### config.mk
export PLATFORM = sky130hd
export DESIGN_NAME = quad_reduce_node
export DESIGN_NICKNAME = d
export VERILOG_FILES = /design/src/rtl/quad_reduce_pkg.sv /design/src/rtl/pair_merge.sv /design/src/rtl/root_merge.sv /design/src/rtl/quad_reduce_node.sv
export SDC_FILE = /design/constraint.sdc
export NUM_CORES = 1
export LEC_CHECK = 0
export BUFFER_PORTS_ARGS = -buffer_cell sky130_fd_sc_hd__buf_2
export CAP_MARGIN = 20
export CORE_ASPECT_RATIO = 1.4
export CORE_MARGIN = 2
export CORE_UTILIZATION = 30
export CTS_BUF_LIST = sky130_fd_sc_hd__clkbuf_2
export DETAILED_ROUTE_END_ITERATION = 7
export PLACE_DENSITY_LB_ADDON = 0.25
export SKIP_LAST_GASP = 1
export SLEW_MARGIN = 5
export SYNTH_ARGS = -nofsm -noshare
export SYNTH_HDL_FRONTEND = slang
export SYNTH_SLANG_ARGS = --single-unit
### constraint.sdc
create_clock -name clk -period 2.4 [get_ports clk]
set_clock_uncertainty 0.05 [all_clocks]
set_input_delay 0.48 -clock clk [delete_from_list [all_inputs] [get_ports clk]]
set_output_delay 0.48 -clock clk [all_outputs]
set_load 0.005 [all_outputs]
### src/rtl/quad_reduce_pkg.sv
package quad_reduce_pkg;
    localparam int unsigned CHILDREN = 4;
    localparam int unsigned SEL_W    = $clog2(CHILDREN);
endpackage

### src/rtl/pair_merge.sv
module pair_merge #(
    parameter int unsigned SUM_W = 16,
    parameter int unsigned CNT_W = 8,
    parameter int unsigned IDX_W = 6,
    parameter int unsigned BASE  = 0
) (
    input  logic signed [SUM_W-1:0] a_sum,
    input  logic signed [SUM_W-1:0] b_sum,
    input  logic [CNT_W-1:0]        a_cnt,
    input  logic [CNT_W-1:0]        b_cnt,
    input  logic [IDX_W-1:0]        a_idx,
    input  logic [IDX_W-1:0]        b_idx,
    input  logic                    a_hit,
    input  logic                    b_hit,
    input  logic                    a_dz,
    input  logic                    b_dz,
    output logic signed [SUM_W:0]   p_sum,
    output logic [CNT_W:0]          p_cnt,
    output logic [IDX_W+quad_reduce_pkg::SEL_W-1:0] p_idx,
    output logic                    p_hit,
    output logic                    p_dz
);
    import quad_reduce_pkg::*;
    localparam logic [SEL_W-1:0] SEL_A = SEL_W'(BASE);
    localparam logic [SEL_W-1:0] SEL_B = SEL_W'(BASE + 1);

    always_comb begin
        p_sum = SUM_W'(0);
        p_sum = (SUM_W+1)'(a_sum) + (SUM_W+1)'(b_sum);
        p_cnt = (CNT_W+1)'(a_cnt) + (CNT_W+1)'(b_cnt);
        p_hit = a_hit | b_hit;
        p_dz  = a_dz | b_dz;
        if (a_hit)      p_idx = {SEL_A, a_idx};
        else if (b_hit) p_idx = {SEL_B, b_idx};
        else            p_idx = '0;
    end
endmodule

### src/rtl/root_merge.sv
module root_merge #(
    parameter int unsigned SUM_W = 16,
    parameter int unsigned CNT_W = 8,
    parameter int unsigned XW    = 8
) (
    input  logic signed [SUM_W:0] lo_sum,
    input  logic signed [SUM_W:0] hi_sum,
    input  logic [CNT_W:0]        lo_cnt,
    input  logic [CNT_W:0]        hi_cnt,
    input  logic [XW-1:0]         lo_idx,
    input  logic [XW-1:0]         hi_idx,
    input  logic                  lo_hit,
    input  logic                  hi_hit,
    input  logic                  any_dz,
    output logic [SUM_W-1:0]      t_sum,
    output logic [CNT_W+1:0]      t_cnt,
    output logic [XW-1:0]         t_idx,
    output logic                  t_hit,
    output logic                  t_ovf
);
    logic signed [SUM_W+1:0] full;
    logic [2:0]              top3;

    always_comb begin
        full  = (SUM_W+2)'(lo_sum) + (SUM_W+2)'(hi_sum);
        top3  = full[SUM_W+1:SUM_W-1];
        t_ovf = !any_dz && !((top3 == 3'b000) || (top3 == 3'b111));
        t_sum = any_dz ? '0 : full[SUM_W-1:0];
        t_cnt = (CNT_W+2)'(lo_cnt) + (CNT_W+2)'(hi_cnt);
        t_hit = lo_hit | hi_hit;
        t_idx = lo_hit ? lo_idx : (hi_hit ? hi_idx : '0);
    end
endmodule

### src/rtl/quad_reduce_node.sv
module quad_reduce_node #(
    parameter int unsigned SUM_W = 16,
    parameter int unsigned CNT_W = 8,
    parameter int unsigned IDX_W = 6
) (
    input  logic                 clk,
    input  logic                 rst,
    input  logic                 in_valid,
    input  logic [4*SUM_W-1:0]   ch_sum,
    input  logic [4*CNT_W-1:0]   ch_cnt,
    input  logic [4*IDX_W-1:0]   ch_idx,
    input  logic [3:0]           ch_hit,
    input  logic [3:0]           ch_dz,
    input  logic                 flag_clr,
    output logic                 res_valid,
    output logic [SUM_W-1:0]     res_sum,
    output logic [CNT_W+1:0]     res_cnt,
    output logic [IDX_W+1:0]     res_idx,
    output logic                 res_hit,
    output logic                 res_abort,
    output logic                 ovf_flag,
    output logic                 dz_flag
);
    import quad_reduce_pkg::*;
    localparam int unsigned XW    = IDX_W + SEL_W;
    localparam int unsigned PAIRS = CHILDREN / 2;

    typedef struct packed {
        logic                v;
        logic [SUM_W:0]      sum_lo;
        logic [SUM_W:0]      sum_hi;
        logic [CNT_W:0]      cnt_lo;
        logic [CNT_W:0]      cnt_hi;
        logic [XW-1:0]       idx_lo;
        logic [XW-1:0]       idx_hi;
        logic                hit_lo;
        logic                hit_hi;
        logic                dz;
    } stage1_t;

    typedef struct packed {
        logic                v;
        logic [SUM_W-1:0]    sum;
        logic [CNT_W+1:0]    cnt;
        logic [XW-1:0]       idx;
        logic                hit;
        logic                abort;
        logic                ovf;
        logic                dzf;
    } stage2_t;

    stage1_t s1_d, s1_q;
    stage2_t s2_d, s2_q;

    logic [SUM_W:0] p_sum [PAIRS];
    logic [CNT_W:0] p_cnt [PAIRS];
    logic [XW-1:0]  p_idx [PAIRS];
    logic           p_hit [PAIRS];
    logic           p_dz  [PAIRS];

    for (genvar g = 0; g < PAIRS; g++) begin : g_pair
        pair_merge #(
            .SUM_W(SUM_W), .CNT_W(CNT_W), .IDX_W(IDX_W), .BASE(2*g)
        ) u_pair (
            .a_sum (ch_sum[(2*g)*SUM_W +: SUM_W]),
            .b_sum (ch_sum[(2*g+1)*SUM_W +: SUM_W]),
            .a_cnt (ch_cnt[(2*g)*CNT_W +: CNT_W]),
            .b_cnt (ch_cnt[(2*g+1)*CNT_W +: CNT_W]),
            .a_idx (ch_idx[(2*g)*IDX_W +: IDX_W]),
            .b_idx (ch_idx[(2*g+1)*IDX_W +: IDX_W]),
            .a_hit (ch_hit[2*g]),
            .b_hit (ch_hit[2*g+1]),
            .a_dz  (ch_dz[2*g]),
            .b_dz  (ch_dz[2*g+1]),
            .p_sum (p_sum[g]),
            .p_cnt (p_cnt[g]),
            .p_idx (p_idx[g]),
            .p_hit (p_hit[g]),
            .p_dz  (p_dz[g])
        );
    end

    logic [SUM_W-1:0] t_sum;
    logic [CNT_W+1:0] t_cnt;
    logic [XW-1:0]    t_idx;
    logic             t_hit;
    logic             t_ovf;

    root_merge #(.SUM_W(SUM_W), .CNT_W(CNT_W), .XW(XW)) u_root (
        .lo_sum (s1_q.sum_lo),
        .hi_sum (s1_q.sum_hi),
        .lo_cnt (s1_q.cnt_lo),
        .hi_cnt (s1_q.cnt_hi),
        .lo_idx (s1_q.idx_lo),
        .hi_idx (s1_q.idx_hi),
        .lo_hit (s1_q.hit_lo),
        .hi_hit (s1_q.hit_hi),
        .any_dz (s1_q.dz),
        .t_sum  (t_sum),
        .t_cnt  (t_cnt),
        .t_idx  (t_idx),
        .t_hit  (t_hit),
        .t_ovf  (t_ovf)
    );

    always_comb begin
        s1_d = '0;
        if (in_valid) begin
            s1_d.v      = 1'b1;
            s1_d.sum_lo = p_sum[0];
            s1_d.sum_hi = p_sum[1];
            s1_d.cnt_lo = p_cnt[0];
            s1_d.cnt_hi = p_cnt[1];
            s1_d.idx_lo = p_idx[0];
            s1_d.idx_hi = p_idx[1];
            s1_d.hit_lo = p_hit[0];
            s1_d.hit_hi = p_hit[1];
            s1_d.dz     = p_dz[0] | p_dz[1];
        end

        s2_d       = '0;
        s2_d.ovf   = s2_q.ovf & ~flag_clr;
        s2_d.dzf   = s2_q.dzf & ~flag_clr;
        if (s1_q.v) begin
            s2_d.v     = 1'b1;
            s2_d.sum   = t_sum;
            s2_d.cnt   = t_cnt;
            s2_d.idx   = t_idx;
            s2_d.hit   = t_hit;
            s2_d.abort = s1_q.dz;
            s2_d.ovf   = s2_d.ovf | t_ovf;
            s2_d.dzf   = s2_d.dzf | s1_q.dz;
        end
    end

    always_ff @(posedge clk) begin
        if (rst) begin
            s1_q <= '0;
            s2_q <= '0;
        end else begin
            s1_q <= s1_d;
            s2_q <= s2_d;
        end
    end

    assign res_valid = s2_q.v;
    assign res_sum   = s2_q.sum;
    assign res_cnt   = s2_q.cnt;
    assign res_idx   = s2_q.idx;
    assign res_hit   = s2_q.hit;
    assign res_abort = s2_q.abort;
    assign ovf_flag  = s2_q.ovf;
    assign dz_flag   = s2_q.dzf;
endmodule

==> out/metrics.csv, run 1 <==
stage;metric;value;unit
status;run status;complete, but fails checks;
status;failing checks;setup timing;
synth;share of the synthesized area in the top cell type;0.3587;
cts;CTS tree;built;
die;DIE AREA;21450;um^2
power_and_ir_drop;P_sw;1.274;mW
cts;Sink Count;109;
power_and_ir_drop;Int Power;2.618;mW
timing;Slew Viols, Final;0;
global_route;global-route wire length before repair;24810;um
critical_path;CP Class;reg2reg;
global_route;largest net degree at the start of global routing;34;
critical_path;critical-path cell list;ha_4 -> fa_2 -> a21oi_2 -> nand4b_4 -> a2111oi_4 -> or4_1 -> nand4_1 -> nor4b_2 -> a2111oi_2;
power_and_ir_drop;sw frac;0.3273;
detailed_routing;initial drt markers;129;
critical_path;CP max FO;3;
cts;H-tree depth;3;
critical_path;crit path DAT;2.91;ns
critical_path;Worst path slowest cell;or4_1;
min_path;Min-Delay Path Class;in2reg;
synth;EDFF count, synth;0;
global_route;initial antenna violation count;1;
detailed_routing;post-DR wirelength/cell;12.89;um
finish;highest-count cells in the layout ignoring fill and taps;buf_2 (170), dfxtp_1 (107), nor2_1 (96);
critical_path;CP Capture Type;flip-flop;
detailed_routing;detailed-route DRC error count;0;
placement;Final HPWL DP;12430;um
power_and_ir_drop;Comb power frac;0.271;
global_route;GRT overflow;0;
power_and_ir_drop;Design Power;3.892;mW
power_and_ir_drop;worst vdd ir;204.1;uV
cts;CTS Buf Count;9;
timing;setup tns final;-0.002391;ns
detailed_routing;drt first pass iters;5;
synth;Mapped Cells;696;
synth;area leader, netlist;dfxtp_1;
synth;Synth Cell Area;6083;um^2
synth;Avg Inst Size Synth;8.740;um^2
timing;Finish-stage setup viols;1;
critical_path;Top delay family on crit path;simple AND/OR/NAND/NOR gates;
critical_path;CP required;2.91;ns
timing;final worst-path setup slack;-0.002391;ns
run;max_cap viols;0;
power_and_ir_drop;leakage power;3.778;nW
synth;Yosys cell types;51;
finish;Final nets;1132;
synth;Post-synth top flop;dfxtp_1;
power_and_ir_drop;pwr dens;496.1;nW/um^2
timing;fmax;416.3;MHz
synth;Post-Syn Nets;908;
detailed_routing;Detail Route Antenna Nets;0;
finish;share of post-route cells with drive strength above 1;0.2670;
critical_path;Setup crit start kind;flip-flop;
cts;root buffer cell;clkbuf_2;
global_route;GRT Total Usage;0.1409;
die;core area;19840;um^2
placement;routability cong.;0.8447;
synth;Seq cells post-synth;109;
finish;most common cell after layout, fill and taps aside;buf_2;
timing;RSZ-0062 raised after global routing;true;
critical_path;reg-to-reg setup timing slack;-0.002;ns
synth;synth top area cells;dfxtp_1 (36%), ha_1 (15%), nor2_1 (5.9%), a21oi_1 (4.4%), o21ai_0 (3.0%);
finish;Layout area overhead;28.98;%
die;Site Rows;61;
critical_path;largest stage delay on the critical path;0.47;ns
synth;Warnings, synthesis;0;
die;DIE WIDTH;124.4;um
timing;crit path time final;2.402;ns
critical_path;CP bufs+invs;0;
die;Initial Util;0.3066;
die;IO Pins;171;
timing;Least-Margin Pin Slew;0.6056;ns
timing;Final Hold Fails;0;
power_and_ir_drop;Clock power frac;0.228;
cts;clock transition at the registers of the reported paths;0.34;ns
timing;fin crit share;1.001;
timing;slew margin rel.;0.5958;
cts;Clock Tree Buf Depth;2;
die;Die Height;172.5;um
power_and_ir_drop;Seq pwr share;0.501;
placement;I/O Buffers;170;
detailed_routing;routed vias;5448;
synth;register area share after synthesis;0.3587;
detailed_routing;Routed WL;15190;um
global_route;vias in the first global route;5438;
synth;fraction of registers with async set/reset;0;
placement;post-placement cell area;7470;um^2
detailed_routing;via/cell ratio;4.625;
finish;cell area after layout;7846;um^2
cts;Skew-Pair Late Insertion Delay;0.62;ns
## Yosys cell counts (4+ instances only)
| cell | n |
|---|---|
| xnor2_1 | 15 |
| inv_1 | 36 |
| nand2_1 | 37 |
| nand2b_1 | 17 |
| a211oi_1 | 6 |
| a21boi_0 | 7 |
| a22oi_1 | 16 |
| ha_1 | 74 |
| o21a_1 | 15 |
| dfxtp_1 | 109 |
| nand3_1 | 6 |
| clkbuf_1 | 12 |
| fa_1 | 6 |
| and2_1 | 12 |
| nor2_1 | 96 |
| o21bai_1 | 5 |
| a21o_1 | 15 |
| a21oi_1 | 53 |
| xor2_1 | 21 |
| nor2b_1 | 16 |
| and3_1 | 5 |
| o211ai_1 | 6 |
| nor3b_1 | 5 |
| o21ai_0 | 37 |
| o2111ai_1 | 4 |
| nor3_1 | 25 |
## logic make-up after synthesis
logic type,synth area share
compound gates,0.1958
simple gates,0.1859
xor+xnor,0.05183
flops,0.3587
mux,0.004936
buf+inv,0.03085
fa+ha+maj,0.1719
## stage by stage
stage / cells / worst slack [ns] / hold slack [ns] / util
detailed placement: 1140 / -0.1592 / 0.4091 / 0.3764
CTS: 1175 / -0.03395 / 0.004515 / 0.3939
floorplan: 696 / 0.03753 / 0.3814 / -
finish: 1178 / -0.002391 / 0.03152 / 0.3954
global route: 1178 / -0.1513 / 0.01016 / 0.3954
global placement: 1140 / -0.1401 / 0.3984 / 0.3764
## routing by layer
metal / part of all wire / track usage / wire length [um] / vias up
met4: 0.016 / 0.04543 / 236 / 0
li1: - / - / - / 2892
met5: 0 / 0 / 0 / -
met1: 0.44 / 0.1681 / 6740 / 2430
met2: 0.51 / 0.2623 / 7681 / 113
met3: 0.035 / 0.01764 / 529 / 13
## power by group through the flow
stage / Sequential, mW / Clock [mW] / Combinational (mW)
6_report: 1.95 / 0.887 / 1.06
5_1_grt: 1.96 / 0.986 / 1.20
4_1_cts: 1.95 / 0.931 / 1.06
3_5_place_dp: 1.98 / 0 / 1.03
3_3_place_gp: 1.98 / 0 / 1.02
2_1_floorplan: 1.97 / 0 / 0.674
## tightest hold or removal path: stages
cell and delay, ns:
buf_2 0.08, a22oi_1 0.07, nor2_1 0.07
## final cells by class
type                    count  area (um^2)
diodes                      1        2.502
clock buffers               9        45.04
clock inverters             7        83.83
fillers                  2149        12000
inverters                  36        135.1
multi-input cells         537         3756
flip-flops and latches    109         2185
well taps                 252        315.3
repair buffers            227         1324
## final timing paths
| check | startpoint | cells after the start | end |
|---|---|---|---|
| worst max register to register | s1_q[37] | 9 | ovf_flag |
| worst max-delay path | s1_q[37] | 9 | ovf_flag |
| worst min-delay path | ch_idx[0] | 3 | s1_q[11] |
| worst min register to register | s1_q[0] | 1 | res_abort |
## sequential cells by signal, summed over array words and instances (netlist names)
signal,count
res_abort,1
res_valid,1
res_hit,1
dz_flag,1
res_idx,8
ovf_flag,1
s1_q,70
res_sum,16
res_cnt,10
## repair_timing
item / CTS / global route
hold buffers: 18 / 0
buffers inserted: 1 / 2
resized for setup: 9 / 3
setup endpoints to repair: 2 / 2
pin swaps: 11 / 7
endpoints found under the hold margin: 13 / 0
(Power assumes the default switching activity.)
==> run 2, diff against run 1 <==
--- a/config.mk
+++ b/config.mk
@@ -12,7 +12,6 @@
 export CORE_UTILIZATION = 30
 export CTS_BUF_LIST = sky130_fd_sc_hd__clkbuf_2
 export DETAILED_ROUTE_END_ITERATION = 7
-export PLACE_DENSITY_LB_ADDON = 0.25
 export SKIP_LAST_GASP = 1
 export SLEW_MARGIN = 5
 export SYNTH_ARGS = -nofsm -noshare
==> run 2 against run 1 <==
Compared with the run above:
- register-to-register slack improved by 0.07 ns
- largest cell class unchanged
- die area is the same
- count of clock-buffer cells in the layout unchanged
- sequential cell count unchanged
- cell area about the same
- global-route usage down 0.77 points
- critical path depth unchanged
- wire length decreased by 0.27%
- fmax increased by 3.0%
- utilization about the same
- first-iteration DRC count up 27%
- the run now ends clean
==> out/metrics.csv, run 2 (same netlist as run 1, synthesis figures left out) <==
stage;metric;value;unit
timing;RSZ-0062 raised after global routing;true;
critical_path;Top delay family on crit path;simple AND/OR/NAND/NOR gates;
critical_path;Crit Reg-Reg Endpoint;ovf_flag;
timing;fin crit share;0.9716;
timing;Final Hold Fails;0;
cts;CTS tree;built;
finish;Final nets;1128;
critical_path;CP Class;reg2reg;
die;Die Height;172.5;um
critical_path;Reg-to-Reg Start;s1_q[54];
timing;crit path time final;2.332;ns
critical_path;CP Capture Type;flip-flop;
finish;final core occ;0.3951;
global_route;global-route wire length before repair;23290;um
detailed_routing;Routed WL;15150;um
finish;most common cell after layout, fill and taps aside;buf_2;
global_route;vias in the first global route;5025;
critical_path;critical-path cell list;ha_4 -> fa_2 -> a21oi_2 -> nand4b_4 -> a2111oi_4 -> or4_1 -> nand4_1 -> nor4b_2 -> a2111oi_4;
cts;root buffer cell;clkbuf_2;
timing;Slew Viols, Final;0;
finish;Layout area overhead;28.90;%
detailed_routing;drt first pass iters;7;
finish;highest-count cells in the layout ignoring fill and taps;buf_2 (170), dfxtp_1 (107), nor2_1 (95);
global_route;initial antenna violation count;1;
placement;I/O Buffers;170;
critical_path;CP required;2.87;ns
cts;Clock Tree Buf Depth;2;
die;IO Pins;171;
die;core area;19840;um^2
die;DIE WIDTH;124.4;um
cts;H-tree depth;3;
critical_path;CP max FO;3;
cts;Skew-Pair Late Insertion Delay;0.60;ns
global_route;largest net degree at the start of global routing;31;
global_route;GRT Total Usage;0.1332;
critical_path;crit path DAT;2.80;ns
global_route;GRT overflow;0;
placement;Final HPWL DP;12250;um
min_path;hold path startpoint;ch_idx[19];
critical_path;R2R depth;9;
status;run status;finished, final reports clean;
critical_path;critical path depth;9;
placement;post-placement cell area;7470;um^2
finish;largest reg by FF count;s1_q;
finish;max reg flops;70;
cts;Sink Count;109;
timing;Least-Margin Pin Slew;0.4574;ns
cts;clock transition at the registers of the reported paths;0.31;ns
finish;cell area after layout;7841;um^2
detailed_routing;Detail Route Antenna Nets;0;
power_and_ir_drop;leakage power;3.759;nW
die;DIE AREA;21450;um^2
detailed_routing;via/cell ratio;4.644;
critical_path;CP bufs+invs;0;
die;Site Rows;61;
detailed_routing;detailed-route DRC error count;0;
placement;routability cong.;0.8781;
power_and_ir_drop;worst vdd ir;192.5;uV
timing;Finish-stage setup viols;0;
critical_path;Worst Setup SP;s1_q[54];
timing;final worst-path setup slack;0.06818;ns
critical_path;Worst Setup EP;ovf_flag;
detailed_routing;routed vias;5452;
critical_path;largest stage delay on the critical path;0.47;ns
timing;setup tns final;0;ns
critical_path;most frequent CP cell;a2111oi_4;
run;max_cap viols;0;
min_path;Min-Delay Path Class;in2reg;
critical_path;Worst path slowest cell;a2111oi_4;
cts;CTS Buf Count;9;
power_and_ir_drop;pwr dens;490.0;nW/um^2
finish;share of post-route cells with drive strength above 1;0.2682;
detailed_routing;initial drt markers;164;
timing;fmax;428.8;MHz
placement;DP Worst Slack;-0.1699;ns
die;Initial Util;0.3066;
critical_path;Setup crit start kind;flip-flop;
critical_path;reg-to-reg setup timing slack;0.07;ns
timing;slew margin rel.;0.6944;
detailed_routing;post-DR wirelength/cell;12.90;um
==> run 2: cell count changes in the layout (fill, tap and decap cells not counted), moves of 2 or more <==
cell,change
buf_4,-3
a21boi_1,+3
ha_1,-3
a21boi_0,-2
ha_2,+2
inv_8,+2
==> run 2: worst min-delay path by stage <==
stage,end,slack (ns),depth (start not counted)
3_3_place_gp,res_idx[3],0.43,2
6_report,s1_q[4],0.07,3
2_1_floorplan,res_idx[6],0.38,2
5_1_grt,s1_q[5],0.00008,3
4_1_cts,s1_q[11],0.0006,3
3_5_place_dp,res_idx[2],0.43,2
==> run 2: worst register-to-register path, cell delays in order (launching register included) <==
cell,delay [ns]
dfxtp_2,0.42
ha_4,0.14
fa_2,0.20
a21oi_2,0.06
nand4b_4,0.19
a2111oi_4,0.47
or4_1,0.17
nand4_1,0.12
nor4b_2,0.38
a2111oi_4,0.07
==> run 2: final cells by class <==
cell class,instances,area (um^2)
antenna,1,2.502
clock buffer,9,45.04
clock inverter,7,68.82
fill,2083,12000
inverter,36,135.1
multi-input combinational,537,3799
sequential,109,2185
tap,252,315.3
timing repair buffer,223,1291
==> run 2: per-layer routing <==
metal	global-route usage	vias to the layer above	wire length [um]
met3	0.01764	27	442
li1	-	2884	-
met2	0.2324	115	7500
met1	0.1645	2426	6785
met4	0.05911	0	418
met5	0	-	0
==> run 2: timing repair <==
item	CTS	global route
hold endpoints to repair	8	7
hold buffers	9	8
endpoints found under the setup margin	2	4
setup buffers	0	0
pin swaps	4	6
gates resized for setup	2	17
==> run 2: report_power, final <==
group	switching (mW)	internal (mW)	total, mW
clock network	0.672	0.171	0.843
logic	0.533	0.516	1.05
registers	0.0397	1.91	1.95
==> run 2: per-stage QoR <==
stage / hold WS [ns] / power [mW] / std cells
finish: 0.07440 / 3.842 / 1174
global route: 0.00007738 / 4.107 / 1174
CTS: 0.0005847 / 3.872 / 1165
detailed placement: 0.4292 / 2.992 / 1140
global placement: 0.4267 / 2.988 / 1140
floorplan: 0.3814 / 2.641 / 696
==> run 3, diff against run 2 <==
--- a/config.mk
+++ b/config.mk
@@ -10,10 +10,11 @@
 export CORE_ASPECT_RATIO = 1.4
 export CORE_MARGIN = 2
 export CORE_UTILIZATION = 30
-export CTS_BUF_LIST = sky130_fd_sc_hd__clkbuf_2
+export CTS_BUF_LIST = sky130_fd_sc_hd__clkbuf_8
 export DETAILED_ROUTE_END_ITERATION = 7
 export SKIP_LAST_GASP = 1
 export SLEW_MARGIN = 5
 export SYNTH_ARGS = -nofsm -noshare
 export SYNTH_HDL_FRONTEND = slang
+export SYNTH_HIERARCHICAL = 1
 export SYNTH_SLANG_ARGS = --single-unit
==> run 3 against run 2 <==
Compared with the run above:
- the flow now finishes with violations (setup timing)
- synthesized cell count increased by 5.5%
- sequential power about the same
- die area increased by 12%
- sequential share of layout area decreased by 1.5 points
- utilization decreased by 1.9 points
- largest cell class unchanged
- cell area increased by 7.7%
- clock power increased by 33%
- critical path depth increased by 2
==> out/metrics.csv, run 3 <==
stage;metric;value;unit
timing;RSZ-0062 raised after global routing;true;
global_route;vias in the first global route;5646;
die;Site Rows;65;
critical_path;crit path DAT;3.02;ns
cts;Sink Count;111;
power_and_ir_drop;leakage power;4.039;nW
timing;fmax;360.6;MHz
global_route;GRT Total Usage;0.1330;
detailed_routing;via/cell ratio;4.577;
critical_path;R2R depth;11;
critical_path;CP Capture Type;flip-flop;
synth;share of the synthesized area in the top cell type;0.3261;
global_route;GRT overflow;0;
synth;Mapped Cells;734;
timing;WHS;0.3137;ns
min_path;Min-Delay Path Class;in2reg;
cts;clock transition at the registers of the reported paths;0.11;ns
synth;Warnings, synthesis;6;
critical_path;CP required;2.65;ns
synth;Yosys cell types;59;
die;core area;22450;um^2
cts;root buffer cell;clkbuf_8;
finish;Non-Filler Instances;1235;
run;max_cap viols;0;
detailed_routing;Detail Route Antenna Nets;0;
placement;Final HPWL DP;12950;um
timing;Final Hold Fails;0;
timing;slew margin rel.;0.5744;
cts;hold buffer count at cts;0;
power_and_ir_drop;Design Power;4.299;mW
die;DIE AREA;23960;um^2
detailed_routing;routed vias;5653;
placement;DP Worst Slack;-0.3717;ns
finish;share of post-route cells with drive strength above 1;0.2840;
synth;Seq cells post-synth;111;
critical_path;CP max FO;3;
placement;I/O Buffers;170;
detailed_routing;detailed-route DRC error count;0;
power_and_ir_drop;pwr dens;509.2;nW/um^2
die;Die Height;182.3;um
finish;Final nets;1140;
power_and_ir_drop;P_sw;1.275;mW
synth;Post-Syn Nets;946;
finish;largest reg by FF count;s1_q;
status;run status;complete, but fails checks;
finish;final core occ;0.3761;
die;Initial Util;0.3036;
power_and_ir_drop;Int Power;3.024;mW
critical_path;reg-to-reg setup timing slack;-0.37;ns
detailed_routing;initial drt markers;147;
detailed_routing;post-DR wirelength/cell;12.76;um
critical_path;Crit Reg-Reg Endpoint;ovf_flag;
global_route;global-route wire length before repair;26140;um
finish;most common cell after layout, fill and taps aside;buf_2;
critical_path;Worst Setup SP;s1_q[37];
cts;Skew-Pair Late Insertion Delay;0.37;ns
power_and_ir_drop;Clock power frac;0.260;
cts;Clock Tree Buf Depth;2;
synth;area leader, netlist;dfxtp_1;
status;failing checks;setup timing;
finish;highest-count cells in the layout ignoring fill and taps;buf_2 (170), and2_1 (111), dfxtp_1 (107);
timing;Slew Viols, Final;0;
timing;Least-Margin Pin Slew;0.6376;ns
detailed_routing;drt first pass iters;4;
global_route;largest net degree at the start of global routing;73;
timing;Finish-stage setup viols;4;
synth;Synth Cell Area;6815;um^2
synth;Post-synth top flop;dfxtp_1;
cts;CTS tree;built;
timing;crit path time final;2.773;ns
die;IO Pins;171;
synth;EDFF count, synth;0;
synth;fraction of registers with async set/reset;0;
cts;CTS Buf Count;9;
finish;max reg flops;72;
power_and_ir_drop;sw frac;0.2966;
die;DIE WIDTH;131.4;um
finish;Layout area overhead;23.87;%
power_and_ir_drop;worst vdd ir;276.3;uV
timing;final worst-path setup slack;-0.3732;ns
synth;register area share after synthesis;0.3261;
critical_path;CP Class;reg2reg;
timing;fin crit share;1.155;
placement;post-placement cell count;1215;
power_and_ir_drop;Seq pwr share;0.461;
synth;synth top area cells;dfxtp_1 (33%), ha_1 (14%), and2_1 (10%), a21oi_1 (4.0%), xnor2_1 (3.3%);
synth;Avg Inst Size Synth;9.285;um^2
placement;routability cong.;0.8169;
critical_path;Reg-to-Reg Start;s1_q[37];
detailed_routing;Routed WL;15760;um
cts;H-tree depth;3;
synth;Synth top cells by count;and2_1 (111), dfxtp_1 (111), ha_1 (74);
critical_path;Worst Setup EP;ovf_flag;
global_route;initial antenna violation count;1;
power_and_ir_drop;Comb power frac;0.279;
critical_path;Setup crit start kind;flip-flop;
run 3: kinds of logic after synthesis:
family                     share of synthesized area
AOI/OAI and AO/OA                             0.2106
xor gates and xnor gates                     0.06297
adders and majority gates                     0.1535
buffers and inverters                        0.04112
DFF                                           0.3261
muxes                                       0.004406
other                                      0.0005502
and+or+nand+nor                               0.2008
run 3: worst min-delay path by stage:
stage / from / endpoint / slack [ns] / depth (start not counted)
5_1_grt: rst / dz_flag / 0.29 / 2
3_5_place_dp: dz_flag / dz_flag / 0.42 / 2
2_1_floorplan: s1_q[71] / dz_flag / 0.39 / 2
3_3_place_gp: dz_flag / dz_flag / 0.41 / 2
4_1_cts: rst / ovf_flag / 0.29 / 2
6_report: rst / ovf_flag / 0.31 / 2
run 3: stage by stage:
step | area, um^2 | TNS, ns
after floorplan | 6833 | -0.1975
after global placement | 8138 | -1.018
after detailed placement | 8138 | -1.241
after CTS | 8343 | -0.4692
after global routing | 8442 | -1.455
final | 8442 | -0.6339
run 3: routing by layer:
layer	track usage	routed length (um)	up-vias	share of wire
met5	0	0	-	0
met3	0.01722	585	22	0.037
met2	0.2547	8100	131	0.51
met1	0.1477	6638	2527	0.42
met4	0.05348	440	0	0.028
li1	-	-	2973	-
run 3: worst max-delay path, stage by stage, from the launching register on:
cell and delay, ns:
dfxtp_2 0.34, ha_4 0.16, fa_2 0.36, a211o_4 0.35, a211oi_4 0.30, nor3_4 0.10
o41ai_4 0.26, mux2i_1 0.27, nor3_1 0.08, a311oi_1 0.22, nand2_1 0.09, a21oi_1 0.12
run 3: repair_timing:
item                       4_1_cts  5_1_grt
gates cloned                     0        0
pin swaps                        1       14
setup buffers                    0        3
setup endpoints to repair        3        8
hold endpoints to repair         0        0
resized for setup                1       16
run 3: final cells by class:
| class | instances | area (um^2) |
|---|---|---|
| clock inverter | 7 | 73.82 |
| multi-input combinational | 577 | 4414 |
| timing repair buffer | 207 | 1141 |
| tap | 301 | 376.6 |
| antenna | 1 | 2.502 |
| sequential | 111 | 2227 |
| inverter | 22 | 82.58 |
| clock buffer | 9 | 123.9 |
| fill | 2339 | 14000 |
run 3: power groups by stage:
stage	sequential, mW	combinational (mW)	clock (mW)
floorplan	2.00	0.829	0
global placement	2.02	1.18	0
detailed placement	2.02	1.19	0
CTS	1.98	1.20	1.17
global route	1.99	1.36	1.24
finish	1.98	1.20	1.12
